==> config.mk <==
export PLATFORM = sky130hd
export DESIGN_NAME = i2c_dbuf
export DESIGN_NICKNAME = d
export VERILOG_FILES = /design/src/rtl/i2cdb_pkg.sv /design/src/rtl/i2cdb_txq.sv /design/src/rtl/i2cdb_rxhold.sv /design/src/rtl/i2cdb_wake.sv /design/src/rtl/i2c_dbuf.sv
export SDC_FILE = /design/constraint.sdc
export NUM_CORES = 1
export LEC_CHECK = 0
export CAP_MARGIN = 30
export CORE_UTILIZATION = 50
export CTS_BUF_LIST = sky130_fd_sc_hd__clkbuf_2
export DETAILED_ROUTE_END_ITERATION = 10
export DONT_BUFFER_PORTS = 1
export PLACE_DENSITY = 0.65
export SYNTH_ARGS = -nofsm -noshare
export SYNTH_HDL_FRONTEND = slang
export SYNTH_SLANG_ARGS = --single-unit
==> constraint.sdc <==
create_clock -name clk -period 1.95 [get_ports clk]
set_input_delay 0.39 -clock clk [delete_from_list [all_inputs] [get_ports clk]]
set_output_delay 0.39 -clock clk [all_outputs]
set_load 0.005 [all_outputs]
==> src/rtl/i2cdb_pkg.sv <==
package i2cdb_pkg;

    typedef struct packed {
        logic tcf;
        logic ovr;
        logic udr;
        logic dbl;
    } flags_t;

    typedef struct packed {
        logic srw;
        logic armed;
        logic wake;
    } wake_t;

endpackage

==> src/rtl/i2cdb_txq.sv <==
module i2cdb_txq #(
    parameter int DW    = 8,
    parameter int DEPTH = 2
) (
    input  logic                          clk,
    input  logic                          rst,
    input  logic                          flush,
    input  logic                          push,
    input  logic [DW-1:0]                 wdata,
    input  logic                          pop,
    output logic [DW-1:0]                 head,
    output logic [$clog2(DEPTH+1)-1:0]    count
);
    localparam int AW = (DEPTH > 1) ? $clog2(DEPTH) : 1;
    localparam int CW = $clog2(DEPTH + 1);

    typedef struct packed {
        logic [DEPTH-1:0][DW-1:0] mem;
        logic [AW-1:0]            rd;
        logic [AW-1:0]            wr;
        logic [CW-1:0]            cnt;
    } st_t;

    st_t st_d, st_q;
    logic do_pop, do_push;

    function automatic logic [AW-1:0] nxt(input logic [AW-1:0] p);
        return (p == AW'(DEPTH - 1)) ? '0 : p + AW'(1);
    endfunction

    always_comb begin
        st_d    = st_q;
        do_pop  = pop && (st_q.cnt != '0);
        do_push = push && ((st_q.cnt != CW'(DEPTH)) || do_pop);
        if (do_pop) st_d.rd = nxt(st_q.rd);
        if (do_push) begin
            st_d.mem[st_q.wr] = wdata;
            st_d.wr           = nxt(st_q.wr);
        end
        st_d.cnt = st_q.cnt + CW'(do_push) - CW'(do_pop);
        if (flush) st_d = '0;
    end

    always_ff @(posedge clk) begin
        if (rst) st_q <= '0;
        else     st_q <= st_d;
    end

    assign head  = st_q.mem[st_q.rd];
    assign count = st_q.cnt;

    p_no_push_full_r5: assert property (@(posedge clk) disable iff (rst)
        (push && !pop) |-> (st_q.cnt != CW'(DEPTH)));
    p_count_bound_r2: assert property (@(posedge clk) disable iff (rst)
        st_q.cnt <= CW'(DEPTH));

endmodule

==> src/rtl/i2cdb_rxhold.sv <==
module i2cdb_rxhold #(
    parameter int DW = 8
) (
    input  logic          clk,
    input  logic          rst,
    input  logic          load,
    input  logic [DW-1:0] din,
    output logic [DW-1:0] hold
);
    logic [DW-1:0] hold_d, hold_q;

    always_comb begin
        hold_d = hold_q;
        if (load) hold_d = din;
    end

    always_ff @(posedge clk) begin
        if (rst) hold_q <= '0;
        else     hold_q <= hold_d;
    end

    assign hold = hold_q;

    p_rx_stable_r7: assert property (@(posedge clk) disable iff (rst)
        !load |=> $stable(hold_q));

endmodule

==> src/rtl/i2cdb_wake.sv <==
module i2cdb_wake
    import i2cdb_pkg::*;
(
    input  logic clk,
    input  logic rst,
    input  logic adr_hit,
    input  logic adr_dir,
    input  logic lp_arm,
    output logic dir_rd,
    output logic wake
);
    wake_t st_d, st_q;

    always_comb begin
        st_d      = st_q;
        st_d.wake = 1'b0;
        if (adr_hit) begin
            st_d.srw = adr_dir;
            if (st_q.armed && !adr_dir) begin
                st_d.wake  = 1'b1;
                st_d.armed = 1'b0;
            end
        end else if (lp_arm && !st_q.srw) begin
            st_d.armed = 1'b1;
        end
    end

    always_ff @(posedge clk) begin
        if (rst) st_q <= '0;
        else     st_q <= st_d;
    end

    assign dir_rd = st_q.srw;
    assign wake   = st_q.wake;

    p_srw_follow_r9: assert property (@(posedge clk) disable iff (rst)
        adr_hit |=> (dir_rd == $past(adr_dir)));
    p_no_wake_read_r10: assert property (@(posedge clk) disable iff (rst)
        (adr_hit && adr_dir) |=> !wake);
    p_wake_single_r10: assert property (@(posedge clk) disable iff (rst)
        wake |=> !wake);

endmodule

==> src/rtl/i2c_dbuf.sv <==
module i2c_dbuf
    import i2cdb_pkg::*;
#(
    parameter int DW  = 8,
    parameter int TXD = 2
) (
    input  logic          clk,
    input  logic          rst,
    input  logic          stop_det,
    input  logic          reg_wr,
    input  logic          reg_rd,
    input  logic [DW-1:0] reg_wdata,
    output logic [DW-1:0] reg_rdata,
    output logic          tx_room,
    output logic          xfer_done,
    output logic          wr_overrun,
    output logic          tx_underrun,
    input  logic          tx_take,
    output logic [DW-1:0] tx_byte,
    input  logic          byte_done,
    input  logic          rx_load,
    input  logic [DW-1:0] rx_byte,
    input  logic          adr_hit,
    input  logic          adr_dir,
    input  logic          lp_arm,
    output logic          dir_rd,
    output logic          wake
);
    localparam int            CW   = $clog2(TXD + 1);
    localparam logic [DW-1:0] FILL = {DW{1'b1}};
    localparam logic [CW-1:0] LAST = CW'(TXD - 1);

    flags_t        fl_d, fl_q;
    logic [CW-1:0] q_cnt;
    logic [DW-1:0] q_head;
    logic          wr_ok;
    logic          q_empty;

    assign q_empty = (q_cnt == '0);
    assign tx_room = (q_cnt < LAST) || ((q_cnt == LAST) && fl_q.dbl);
    assign wr_ok   = reg_wr && tx_room;

    i2cdb_txq #(.DW(DW), .DEPTH(TXD)) u_txq (
        .clk   (clk),
        .rst   (rst),
        .flush (stop_det),
        .push  (wr_ok),
        .wdata (reg_wdata),
        .pop   (tx_take),
        .head  (q_head),
        .count (q_cnt)
    );

    i2cdb_rxhold #(.DW(DW)) u_rx (
        .clk  (clk),
        .rst  (rst),
        .load (rx_load),
        .din  (rx_byte),
        .hold (reg_rdata)
    );

    i2cdb_wake u_wake (
        .clk     (clk),
        .rst     (rst),
        .adr_hit (adr_hit),
        .adr_dir (adr_dir),
        .lp_arm  (lp_arm),
        .dir_rd  (dir_rd),
        .wake    (wake)
    );

    always_comb begin
        fl_d = fl_q;
        if (byte_done)            fl_d.tcf = 1'b1;
        else if (reg_rd || reg_wr) fl_d.tcf = 1'b0;
        if (reg_wr && !tx_room)   fl_d.ovr = 1'b1;
        if (tx_take && q_empty)   fl_d.udr = 1'b1;
        if (adr_hit)              fl_d.dbl = 1'b1;
        else if (wr_ok && (q_cnt == LAST)) fl_d.dbl = 1'b0;
        if (stop_det)             fl_d = '0;
    end

    always_ff @(posedge clk) begin
        if (rst) fl_q <= '0;
        else     fl_q <= fl_d;
    end

    assign tx_byte     = q_empty ? FILL : q_head;
    assign xfer_done   = fl_q.tcf;
    assign wr_overrun  = fl_q.ovr;
    assign tx_underrun = fl_q.udr;

    p_tcf_set_r6: assert property (@(posedge clk) disable iff (rst || stop_det)
        byte_done |=> xfer_done);
    p_ovr_sticky_r5: assert property (@(posedge clk) disable iff (rst || stop_det)
        wr_overrun |=> wr_overrun);
    p_udr_set_r8: assert property (@(posedge clk) disable iff (rst || stop_det)
        (tx_take && q_empty) |=> tx_underrun);
    p_full_no_room_r3: assert property (@(posedge clk) disable iff (rst)
        (q_cnt == CW'(TXD)) |-> !tx_room);
    p_stop_clear_r1: assert property (@(posedge clk) disable iff (rst)
        stop_det |=> (tx_room && !xfer_done && !wr_overrun && !tx_underrun));

endmodule

==> impl_summary.log, run 1 <==
[metrics] worst-case clock skew: 0.0186 ns
[metrics] total of warnings raised by yosys: 0
[metrics] largest vdd supply drop: 0.565 mV
[metrics] total setup violations reported at the end of the flow: 0
[metrics] category of the worst setup path capture point: output pin
[metrics] power density over the cells: 796 nW/um^2
[metrics] startpoint of the worst register-to-register path: u_txq.count[1]$_SDFF_PP0_
[metrics] boundary pin count: 49
[metrics] global-route wire length before repair: 4520 um
[metrics] routed via count: 1081
[metrics] horizontal die dimension: 56.7 um
[metrics] number of max-cap violations: 0
[metrics] summed instance area of the synthesized netlist: 1500 um^2
[metrics] worst reg2reg endpoint: u_txq.count[1]$_SDFF_PP0_
[metrics] leading register cell type out of synthesis: sky130_fd_sc_hd__dfxtp_1
[metrics] vias in the first global route: 1068
[metrics] die area: 3220 um^2
[metrics] clock transition at the registers of the reported paths: 0.17 ns
[metrics] average detailed-routed wire length per instance: 14.6 um
[metrics] asr flop ratio synth: 0%
[metrics] leading cell types by total area after synthesis: sky130_fd_sc_hd__dfxtp_1 47%, sky130_fd_sc_hd__mux2i_1 22%, sky130_fd_sc_hd__nand2_1 8.3%, sky130_fd_sc_hd__nor2_1 4.0%, sky130_fd_sc_hd__a21oi_1 2.0%
[metrics] Net Sw Frac: 27.3%
[metrics] power dissipated by switching net loads: 0.331 mW
[metrics] sink of the worst hold path: u_wake.st_q[1]$_SDFFE_PP0P_
[metrics] Max-Slew Margin vs Limit: 63.0%
[metrics] Arr. time, crit path: 1.42 ns
[metrics] top fanout value on the critical path: 9
[metrics] number of inserted diodes: 0
[metrics] number of remaining DRC errors: 0
[metrics] Detailed Place HPWL: 2020 um
[metrics] total power after layout: 1.21 mW
[metrics] number of buffers between clock root and the deepest sink: 2
[metrics] instance area after placement: 1490 um^2
[metrics] number of instances in the synthesized netlist: 163
[metrics] total global routing overflow: 0
[metrics] global routing usage summed across all routing layers: 18.8%
[metrics] Synth Area per Inst: 9.19 um^2
[metrics] post-DR vias/cell: 5.63
[metrics] Post-CTS Repair Setup Buffers: 0
[metrics] number of nets with antenna violations after detailed routing: 0
[metrics] hold violation total from the final report: 0
[metrics] slack of the worst reg-to-reg path: 0.33 ns
[metrics] unrepaired setup endpoints after global routing: no
[metrics] Max stage delay on crit path: 0.70 ns
[metrics] Total Neg Setup Slack: 0 ns
[metrics] depth of the worst register-to-register path: 5
[metrics] Synth top cells by count: 35 x sky130_fd_sc_hd__dfxtp_1, 33 x sky130_fd_sc_hd__mux2i_1, 33 x sky130_fd_sc_hd__nand2_1, 16 x sky130_fd_sc_hd__nor2_1, 7 x sky130_fd_sc_hd__clkbuf_1
[metrics] number of buffers created by CTS: 5
[metrics] type of element launching the critical path: flop
[metrics] flip-flop and latch count after synthesis: 35
[metrics] CTS H-tree lvls: 2
[metrics] Comb power frac: 11.3%
[metrics] Nets: 189
[metrics] EDFF count, synth: 0
[metrics] Root Buffer Master: sky130_fd_sc_hd__clkbuf_2
[metrics] final worst-path cycle share: 92.7%
[metrics] hold buffers post-CTS: 0
[metrics] clock tree from TritonCTS: done
[metrics] post-route minimum period: 1.81 ns
[metrics] worst endpoint required time: 1.56 ns
[metrics] share of cells above drive strength 1: 6.83%
[metrics] maximum number of pins on one net before global-route repair: 25
[metrics] cell family with most CP delay: flip-flops
[metrics] synth unique cells: 28
[metrics] final design instance area without fill: 1520 um^2
[metrics] maximum frequency from static timing analysis: 0.553 GHz
[metrics] kind of critical path: reg -> out
[metrics] number of pins exceeding their max-slew limit in the final report: 0
[metrics] share of the synthesized area in the top cell type: 46.8%
[metrics] wire length after detailed routing: 2790 um
[metrics] CP cell instances: mux2i_1, nand2_1
[metrics] cell type with the highest aggregate area in the netlist: sky130_fd_sc_hd__dfxtp_1
[metrics] number of violations reported at the end of detailed-routing iteration 0: 52
[metrics] number of antenna violations at the first check in global routing: 0
[metrics] Detailed Routing Iterations Pass 1: 4
[metrics] y dimension of the die: 56.7 um
[metrics] Leak Pwr: 0.606 nW
[metrics] Min-Delay Path Depth: 1
[metrics] standard cell with the maximum stage delay on the critical path: sky130_fd_sc_hd__dfxtp_1
[metrics] internal power summed over all cells: 0.882 mW
[metrics] utilization after layout: 54.3%
[metrics] slew at the pin closest to its max-slew limit: 0.555 ns
[metrics] Hold Path Class: in -> reg
[metrics] sequential element share of the synthesized area: 46.8%
[metrics] clock sink count: 35
[metrics] net count after synthesis: 191
[metrics] result of the run: finished clean
[metrics] proportion of power drawn by flip-flops and latches: 63.4%
[metrics] IO buf count: 0
[metrics] later-pin clock latency in the skew report: 0.38 ns
[metrics] Post-Route Hold Slack: 0.0567 ns
[metrics] area of the core region: 2810 um^2
[metrics] num rows: 19
[metrics] Worst Hold Launch: rst
[metrics] most numerous cell in the Yosys netlist: sky130_fd_sc_hd__dfxtp_1
[metrics] number of buffers and inverters on the critical path: 0
[metrics] Initial Utilization: 53.4%
[metrics] clock network fraction of total power: 25.3%
[metrics] gpl congestion: 0.711
[metrics] Gates resized, CTS repair: 0
[metrics] relative area change from synthesis to final layout: 1.75%
[cell usage in the layout (no fill, tap or decap), types with 2 or more instances in the layout]
master / Yosys / routed
sky130_fd_sc_hd__a21oi_1: 6 / 6
sky130_fd_sc_hd__clkbuf_2: 0 / 5
sky130_fd_sc_hd__dfxtp_1: 35 / 35
sky130_fd_sc_hd__inv_1: 4 / 4
sky130_fd_sc_hd__mux2i_1: 33 / 33
sky130_fd_sc_hd__nand2_1: 33 / 33
sky130_fd_sc_hd__nor2_1: 16 / 16
sky130_fd_sc_hd__nor3_1: 3 / 3
sky130_fd_sc_hd__o21ai_0: 5 / 5
sky130_fd_sc_hd__or2_2: 2 / 2
[metrics by stage]
stage               instances  setup WS (ns)
floorplan                 163          0.532
global placement          185          0.493
detailed placement        185          0.380
CTS                       192         0.0810
global route              192         0.0532
finish                    192          0.142
[final cells by class]
cell class | instances | area (um^2)
Multi-Input combinational cell | 114 | 728
Clock inverter | 2 | 8.76
Clock buffer | 5 | 25.0
Timing Repair Buffer | 1 | 7.51
Tap cell | 31 | 38.8
Sequential cell | 35 | 701
Fill cell | 281 | 1280
Inverter | 4 | 15.0
[worst max path at each step]
| stage | cells after the start | slack, ns | from | to |
|---|---|---|---|---|
| 2_1_floorplan | 5 | 0.53 | u_txq.count[1]$_SDFF_PP0_ | u_txq.count[1]$_SDFF_PP0_ |
| 3_3_place_gp | 5 | 0.49 | u_txq.count[1]$_SDFF_PP0_ | u_txq.count[1]$_SDFF_PP0_ |
| 3_5_place_dp | 5 | 0.38 | u_txq.count[1]$_SDFF_PP0_ | u_txq.count[1]$_SDFF_PP0_ |
| 4_1_cts | 2 | 0.08 | u_txq.st_q[3]$_SDFFE_PP0P_ | tx_byte[1] |
| 5_1_grt | 2 | 0.05 | u_txq.st_q[3]$_SDFFE_PP0P_ | tx_byte[2] |
| 6_report | 2 | 0.14 | u_txq.st_q[3]$_SDFFE_PP0P_ | tx_byte[1] |
[power by group through the flow]
stage / Sequential (mW) / Clock, mW / Combinational (mW)
final: 0.769 / 0.307 / 0.138
after global routing: 0.772 / 0.347 / 0.156
after floorplan: 0.776 / 0 / 0.133
after CTS: 0.769 / 0.325 / 0.139
after detailed placement: 0.784 / 0 / 0.138
after global placement: 0.782 / 0 / 0.134
[layer usage]
metal  global-route usage, %  vias up  part of all wire [%]
met5                       0        -                     0
met4                    10.5        0                   2.4
met3                    5.99        8                   5.9
met2                    31.3       30                    49
met1                    21.2      512                    43
li1                        -      531                     -
[state kept, by name, indices dropped and copies added, names as in the netlist]
| name | count |
|---|---|
| u_wake.dir_rd | 1 |
| u_wake.wake | 1 |
| wr_overrun | 1 |
| u_wake.st_q | 1 |
| tx_underrun | 1 |
| xfer_done | 1 |
| u_txq.st_q | 18 |
| u_txq.count | 2 |
| u_rx.hold | 8 |
| fl_q | 1 |
[cells by family after synthesis]
logic type,share of synthesized area [%]
flops,46.8
fa+ha+maj,0.835
simple gates,19.9
compound gates,4.68
buf+inv,4.59
xor+xnor,1.17
mux,22.1
Note: power is estimated with default switching activity, not from simulation.
==> inputs of run 2 (changes only) <==
==> constraint.sdc (replaced) <==
create_clock -name clk -period 2.15 [get_ports clk]
set_input_delay 0.215 -clock clk [delete_from_list [all_inputs] [get_ports clk]]
set_output_delay 0.215 -clock clk [all_outputs]
set_load 0.005 [all_outputs]
==> run 2 against run 1 <==
  * Sequential power decreased by 9.2%
  * Sequential share of layout area shrank 7.2 points
  * Core utilization increased by 10 points
  * Clock skew shrank 0.00059 ns
  * Critical path type is now reg -> reg
==> impl_summary.log, run 2 (synthesis results as in run 1) <==
[metrics] sink of the worst hold path: xfer_done$_SDFFE_PP0P_
[metrics] footprint of the multi-input gates: 728 um^2
[metrics] register containing the most flip-flops in the final layout: u_txq.st_q
[metrics] final worst-path cycle share: 78.7%
[metrics] slack of the worst reg-to-reg path: 0.46 ns
[metrics] number of max-cap violations: 0
[metrics] Arr. time, crit path: 1.98 ns
[metrics] Detailed Routing Iterations Pass 1: 4
[metrics] number of violations reported at the end of detailed-routing iteration 0: 68
[metrics] type of element launching the critical path: flop
[metrics] number of flip-flops in the largest register: 18
[metrics] count of fill cells added during filler insertion: 263
[metrics] number of inserted diodes: 0
[metrics] clock sink count: 35
[metrics] worst-case clock skew: 0.0181 ns
[metrics] boundary pin count: 49
[metrics] vias in the first global route: 1207
[metrics] Nets: 217
[metrics] number of nets with antenna violations after detailed routing: 0
[metrics] worst reg2reg endpoint: u_txq.count[1]$_SDFF_PP0_
[metrics] average detailed-routed wire length per instance: 14.2 um
[metrics] Gates resized, CTS repair: 0
[metrics] routed via count: 1206
[metrics] gpl congestion: 0.718
[metrics] Worst Hold Launch: reg_wr
[metrics] Initial Utilization: 53.4%
[metrics] maximum number of pins on one net before global-route repair: 25
[metrics] highest-count cells in the layout ignoring fill and taps: 35 x sky130_fd_sc_hd__dfxtp_1, 33 x sky130_fd_sc_hd__mux2i_1, 33 x sky130_fd_sc_hd__nand2_1
[metrics] slew at the pin closest to its max-slew limit: 0.551 ns
[metrics] utilization after layout: 64.5%
[metrics] depth of the worst register-to-register path: 5
[metrics] category of the worst setup path capture point: flop
[metrics] largest vdd supply drop: 0.488 mV
[metrics] global-route wire length before repair: 5180 um
[metrics] die area: 3220 um^2
[metrics] global routing usage summed across all routing layers: 21.4%
[metrics] kind of critical path: reg -> reg
[metrics] Root Buffer Master: sky130_fd_sc_hd__clkbuf_2
[metrics] worst endpoint required time: 2.44 ns
[metrics] Post-Route Hold Slack: 0.0665 ns
[metrics] CTS H-tree lvls: 2
[metrics] maximum frequency from static timing analysis: 0.591 GHz
[metrics] number of pins exceeding their max-slew limit in the final report: 0
[metrics] Min-Delay Path Depth: 3
[metrics] horizontal die dimension: 56.7 um
[metrics] unrepaired setup endpoints after global routing: no
[metrics] power density over the cells: 636 nW/um^2
[metrics] Leak Pwr: 0.722 nW
[metrics] number of buffers between clock root and the deepest sink: 2
[metrics] y dimension of the die: 56.7 um
[metrics] wire length after detailed routing: 3140 um
[metrics] total setup violations reported at the end of the flow: 0
[metrics] Detailed Place HPWL: 2040 um
[metrics] clock transition at the registers of the reported paths: 0.15 ns
[metrics] startpoint of the worst register-to-register path: u_txq.count[1]$_SDFF_PP0_
[metrics] top fanout value on the critical path: 8
[metrics] total global routing overflow: 0
[metrics] result of the run: finished clean
[metrics] share of cells above drive strength 1: 5.79%
[metrics] relative area change from synthesis to final layout: 20.7%
[metrics] Total Neg Setup Slack: 0 ns
[metrics] hold violation total from the final report: 0
[metrics] clock tree from TritonCTS: done
[metrics] most common library cell in the layout ignoring fill and taps: sky130_fd_sc_hd__dfxtp_1
[metrics] post-route minimum period: 1.69 ns
[metrics] IO buf count: 0
[metrics] number of antenna violations at the first check in global routing: 0
[metrics] number of remaining DRC errors: 0
[metrics] Storage cell area: 701 um^2
[metrics] later-pin clock latency in the skew report: 0.37 ns
[metrics] number of buffers created by CTS: 5
[metrics] Max-Slew Margin vs Limit: 63.2%
[metrics] area of the core region: 2810 um^2
[metrics] Hold Path Class: in -> reg
[metrics] post-DR vias/cell: 5.46
[metrics] Post-CTS Repair Setup Buffers: 0
[metrics] num rows: 19
run 2: metal layers:
metal | GRT usage [%] | share of wire [%] | up-vias
li1 | - | - | 590
met1 | 23.1 | 40 | 568
met2 | 37.9 | 52 | 42
met5 | 0 | 0 | -
met3 | 8.29 | 6.7 | 6
met4 | 7.67 | 1.3 | 0
run 2: critical path: stages (launching register included):
cell	delay, ns
sky130_fd_sc_hd__dfxtp_1	0.40
sky130_fd_sc_hd__o21ai_0	0.31
sky130_fd_sc_hd__inv_1	0.08
sky130_fd_sc_hd__ha_1	0.33
sky130_fd_sc_hd__o31ai_1	0.28
sky130_fd_sc_hd__nor3b_1	0.23
run 2: metrics by stage:
stage	cells	cell area, um^2	total power, mW	setup WS, ns
2_1_floorplan	163	1500	0.824	0.732
3_3_place_gp	185	1490	0.831	0.691
3_5_place_dp	185	1490	0.837	0.533
4_1_cts	220	1800	1.17	0.468
5_1_grt	221	1810	1.22	0.395
6_report	221	1810	1.15	0.458
run 2: worst max path at each step:
stage / slack [ns] / from / endpoint
after detailed placement: 0.53 / u_txq.count[1]$_SDFF_PP0_ / u_txq.count[1]$_SDFF_PP0_
after global routing: 0.39 / u_txq.st_q[3]$_SDFFE_PP0P_ / tx_byte[2]
after CTS: 0.47 / u_txq.st_q[3]$_SDFFE_PP0P_ / tx_byte[0]
after global placement: 0.69 / u_txq.count[1]$_SDFF_PP0_ / u_txq.count[1]$_SDFF_PP0_
final: 0.46 / u_txq.count[1]$_SDFF_PP0_ / u_txq.count[1]$_SDFF_PP0_
after floorplan: 0.73 / u_txq.count[1]$_SDFF_PP0_ / u_txq.count[1]$_SDFF_PP0_
run 2: report_power, final:
part           leakage, nW  internal [mW]  total [mW]  switching (mW)
logic                0.408         0.0921       0.175          0.0825
clock network       0.0281         0.0782       0.278           0.199
registers            0.286          0.675       0.698          0.0226
total                0.722          0.845        1.15           0.304
run 2: what timing repair did:
item	CTS	global route
setup endpoints to repair	0	0
hold buffers	27	1
endpoints found under the hold margin	31	2
run 2: cell type report:
type / count / area share [%]
Multi-Input combinational cell: 114 / 40.3
Inverter: 4 / 0.830
Timing Repair Buffer: 29 / 15.9
Clock buffer: 6 / 1.66
Clock inverter: 2 / 0.415
Sequential cell: 35 / 38.8
Tap cell: 31 / 2.15
==> inputs of run 3 (changes only) <==
==> constraint.sdc (replaced) <==
create_clock -name clk -period 1.73 [get_ports clk]
set_input_delay 0.173 -clock clk [delete_from_list [all_inputs] [get_ports clk]]
set_output_delay 0.173 -clock clk [all_outputs]
set_load 0.005 [all_outputs]
==> run 3 against run 2 <==
  * Worst setup slack got worse by 0.33 ns
  * Via count grew 0.17%
  * Sequential share of layout area shrank 0.63 points
==> impl_summary.log, run 3 (synthesis results as in run 1) <==
[metrics] result of the run: finished clean
[metrics] total global routing overflow: 0
[metrics] number of buffers between clock root and the deepest sink: 2
[metrics] maximum number of pins on one net before global-route repair: 25
[metrics] Hold Path Class: in -> reg
[metrics] Total Neg Setup Slack: 0 ns
[metrics] y dimension of the die: 56.7 um
[metrics] Min-Delay Path Depth: 2
[metrics] Storage cell area: 701 um^2
[metrics] power dissipated by switching net loads: 0.385 mW
[metrics] CTS H-tree lvls: 2
[metrics] Max stage delay on crit path: 0.40 ns
[metrics] Detailed Place HPWL: 2040 um
[metrics] Root Buffer Master: sky130_fd_sc_hd__clkbuf_2
[metrics] vias in the first global route: 1203
[metrics] die area: 3220 um^2
[metrics] Arr. time, crit path: 1.90 ns
[metrics] number of inserted diodes: 0
[metrics] final design instance area without fill: 1840 um^2
[metrics] Post-CTS Repair Setup Buffers: 0
[metrics] instance area after placement: 1490 um^2
[metrics] Nets: 220
[metrics] final worst-path cycle share: 92.8%
[metrics] number of remaining DRC errors: 0
[metrics] Net Sw Frac: 26.7%
[metrics] most common library cell in the layout ignoring fill and taps: sky130_fd_sc_hd__dfxtp_1
[metrics] internal power summed over all cells: 1.06 mW
[metrics] number of flip-flops in the largest register: 18
[metrics] Leak Pwr: 0.734 nW
[metrics] routed via count: 1208
[metrics] DP Cell Count: 185
[metrics] share of cells above drive strength 1: 5.70%
[metrics] slew at the pin closest to its max-slew limit: 0.551 ns
[metrics] clock tree from TritonCTS: done
[metrics] gpl congestion: 0.718
[metrics] post-route minimum period: 1.61 ns
[metrics] utilization after layout: 65.5%
[metrics] maximum frequency from static timing analysis: 0.623 GHz
[metrics] largest vdd supply drop: 0.612 mV
[metrics] Detailed Routing Iterations Pass 1: 4
[metrics] total power after layout: 1.44 mW
[metrics] Comb power frac: 15.6%
[metrics] wire length after detailed routing: 3190 um
[metrics] register containing the most flip-flops in the final layout: u_txq.st_q
[metrics] number of buffers and inverters on the critical path: 1
[metrics] total setup violations reported at the end of the flow: 0
[metrics] unrepaired setup endpoints after global routing: no
[metrics] hold violation total from the final report: 0
[metrics] cell depth of the worst setup path: 5
[metrics] worst-case clock skew: 0.0181 ns
[metrics] area of the core region: 2810 um^2
[metrics] standard cell with the maximum stage delay on the critical path: sky130_fd_sc_hd__dfxtp_1
[metrics] boundary pin count: 49
[metrics] type of element launching the critical path: flop
[metrics] CP cell instances: o21ai_1, inv_1, ha_1, o31ai_1, nor3b_1
[metrics] top fanout value on the critical path: 8
[metrics] relative area change from synthesis to final layout: 22.7%
[metrics] final cell count without fillers: 224
[metrics] power density over the cells: 785 nW/um^2
[metrics] first element of the critical path: u_txq.count[1]$_SDFF_PP0_
[metrics] number of pins exceeding their max-slew limit in the final report: 0
[metrics] global-route wire length before repair: 5270 um
[metrics] Initial Utilization: 53.4%
[metrics] kind of critical path: reg -> reg
[metrics] footprint of the multi-input gates: 728 um^2
[metrics] number of max-cap violations: 0
[metrics] average detailed-routed wire length per instance: 14.2 um
[metrics] proportion of power drawn by flip-flops and latches: 60.1%
[metrics] startpoint of the worst register-to-register path: u_txq.count[1]$_SDFF_PP0_
[metrics] num rows: 19
[metrics] number of antenna violations at the first check in global routing: 0
[metrics] clock transition at the registers of the reported paths: 0.17 ns
[metrics] number of buffers created by CTS: 5
[metrics] count of fill cells added during filler insertion: 260
[metrics] global routing usage summed across all routing layers: 21.9%
[metrics] later-pin clock latency in the skew report: 0.38 ns
[metrics] clock sink count: 35
[metrics] worst endpoint required time: 2.02 ns
[metrics] category of the worst setup path capture point: flop
[metrics] Worst Hold Launch: rst
[metrics] Max-Slew Margin vs Limit: 63.2%
[metrics] number of violations reported at the end of detailed-routing iteration 0: 70
[metrics] horizontal die dimension: 56.7 um
[metrics] number of nets with antenna violations after detailed routing: 0
[metrics] IO buf count: 0
[metrics] clock network fraction of total power: 24.3%
[metrics] post-DR vias/cell: 5.39
[metrics] cell family with most CP delay: compound AO/OA/AOI/OAI gates
[metrics] highest-count cells in the layout ignoring fill and taps: 35 x sky130_fd_sc_hd__dfxtp_1, 33 x sky130_fd_sc_hd__mux2i_1, 33 x sky130_fd_sc_hd__nand2_1
[metrics] depth of the worst register-to-register path: 5
run 3: changes by cell type in the layout (fill, tap and decap cells not counted):
| cell | change |
|---|---|
| sky130_fd_sc_hd__dlygate4sd3_1 | +3 |
| sky130_fd_sc_hd__o21ai_0 | -1 |
| sky130_fd_sc_hd__o21ai_1 | +1 |
run 3: worst register-to-register path, stage by stage (launching register included):
cell and delay (ns):
sky130_fd_sc_hd__dfxtp_1 0.40, sky130_fd_sc_hd__o21ai_1 0.23, sky130_fd_sc_hd__inv_1 0.07, sky130_fd_sc_hd__ha_1 0.32, sky130_fd_sc_hd__o31ai_1 0.28, sky130_fd_sc_hd__nor3b_1 0.23
run 3: final timing paths:
path	to	slack [ns]
worst max register to register	u_txq.count[1]$_SDFF_PP0_	0.12
worst min-delay path	u_txq.st_q[2]$_SDFFE_PP0P_	0.05
worst max-delay path	u_txq.count[1]$_SDFF_PP0_	0.12
worst min register to register	u_txq.st_q[13]$_SDFFE_PP0P_	0.47
run 3: through the flow:
stage / worst slack, ns / hold slack [ns]
floorplan: 0.312 / 0.249
global placement: 0.271 / 0.244
detailed placement: 0.113 / 0.248
CTS: 0.0720 / 0.0309
global route: 0.0163 / 0.0189
finish: 0.124 / 0.0483
run 3: per-layer routing:
layer	part of all wire (%)	track usage [%]	up-vias
li1	-	-	596
met1	41	24.4	570
met2	51	38.4	36
met3	6.3	8.06	6
met4	1.3	7.32	0
met5	0	0	-
run 3: timing repair:
| item | CTS | global route |
|---|---|---|
| hold buffers | 31 | 0 |
| endpoints found under the hold margin | 31 | 0 |
| endpoints found under the setup margin | 0 | 1 |
| gates resized for setup | 0 | 1 |
run 3: power by group through the flow:
| stage | sequential [mW] | combinational [mW] | clock (mW) |
|---|---|---|---|
| detailed placement | 0.884 | 0.156 | 0 |
| floorplan | 0.875 | 0.149 | 0 |
| global placement | 0.882 | 0.151 | 0 |
| CTS | 0.867 | 0.223 | 0.371 |
| finish | 0.868 | 0.225 | 0.351 |
| global route | 0.872 | 0.250 | 0.406 |
run 3: cell type report:
class / count / share of cell area (%)
multi-input combinational: 114 / 39.6
sequential: 35 / 38.1
timing repair buffer: 32 / 17.3
tap: 31 / 2.11
clock buffer: 6 / 1.63
inverter: 4 / 0.817
clock inverter: 2 / 0.408
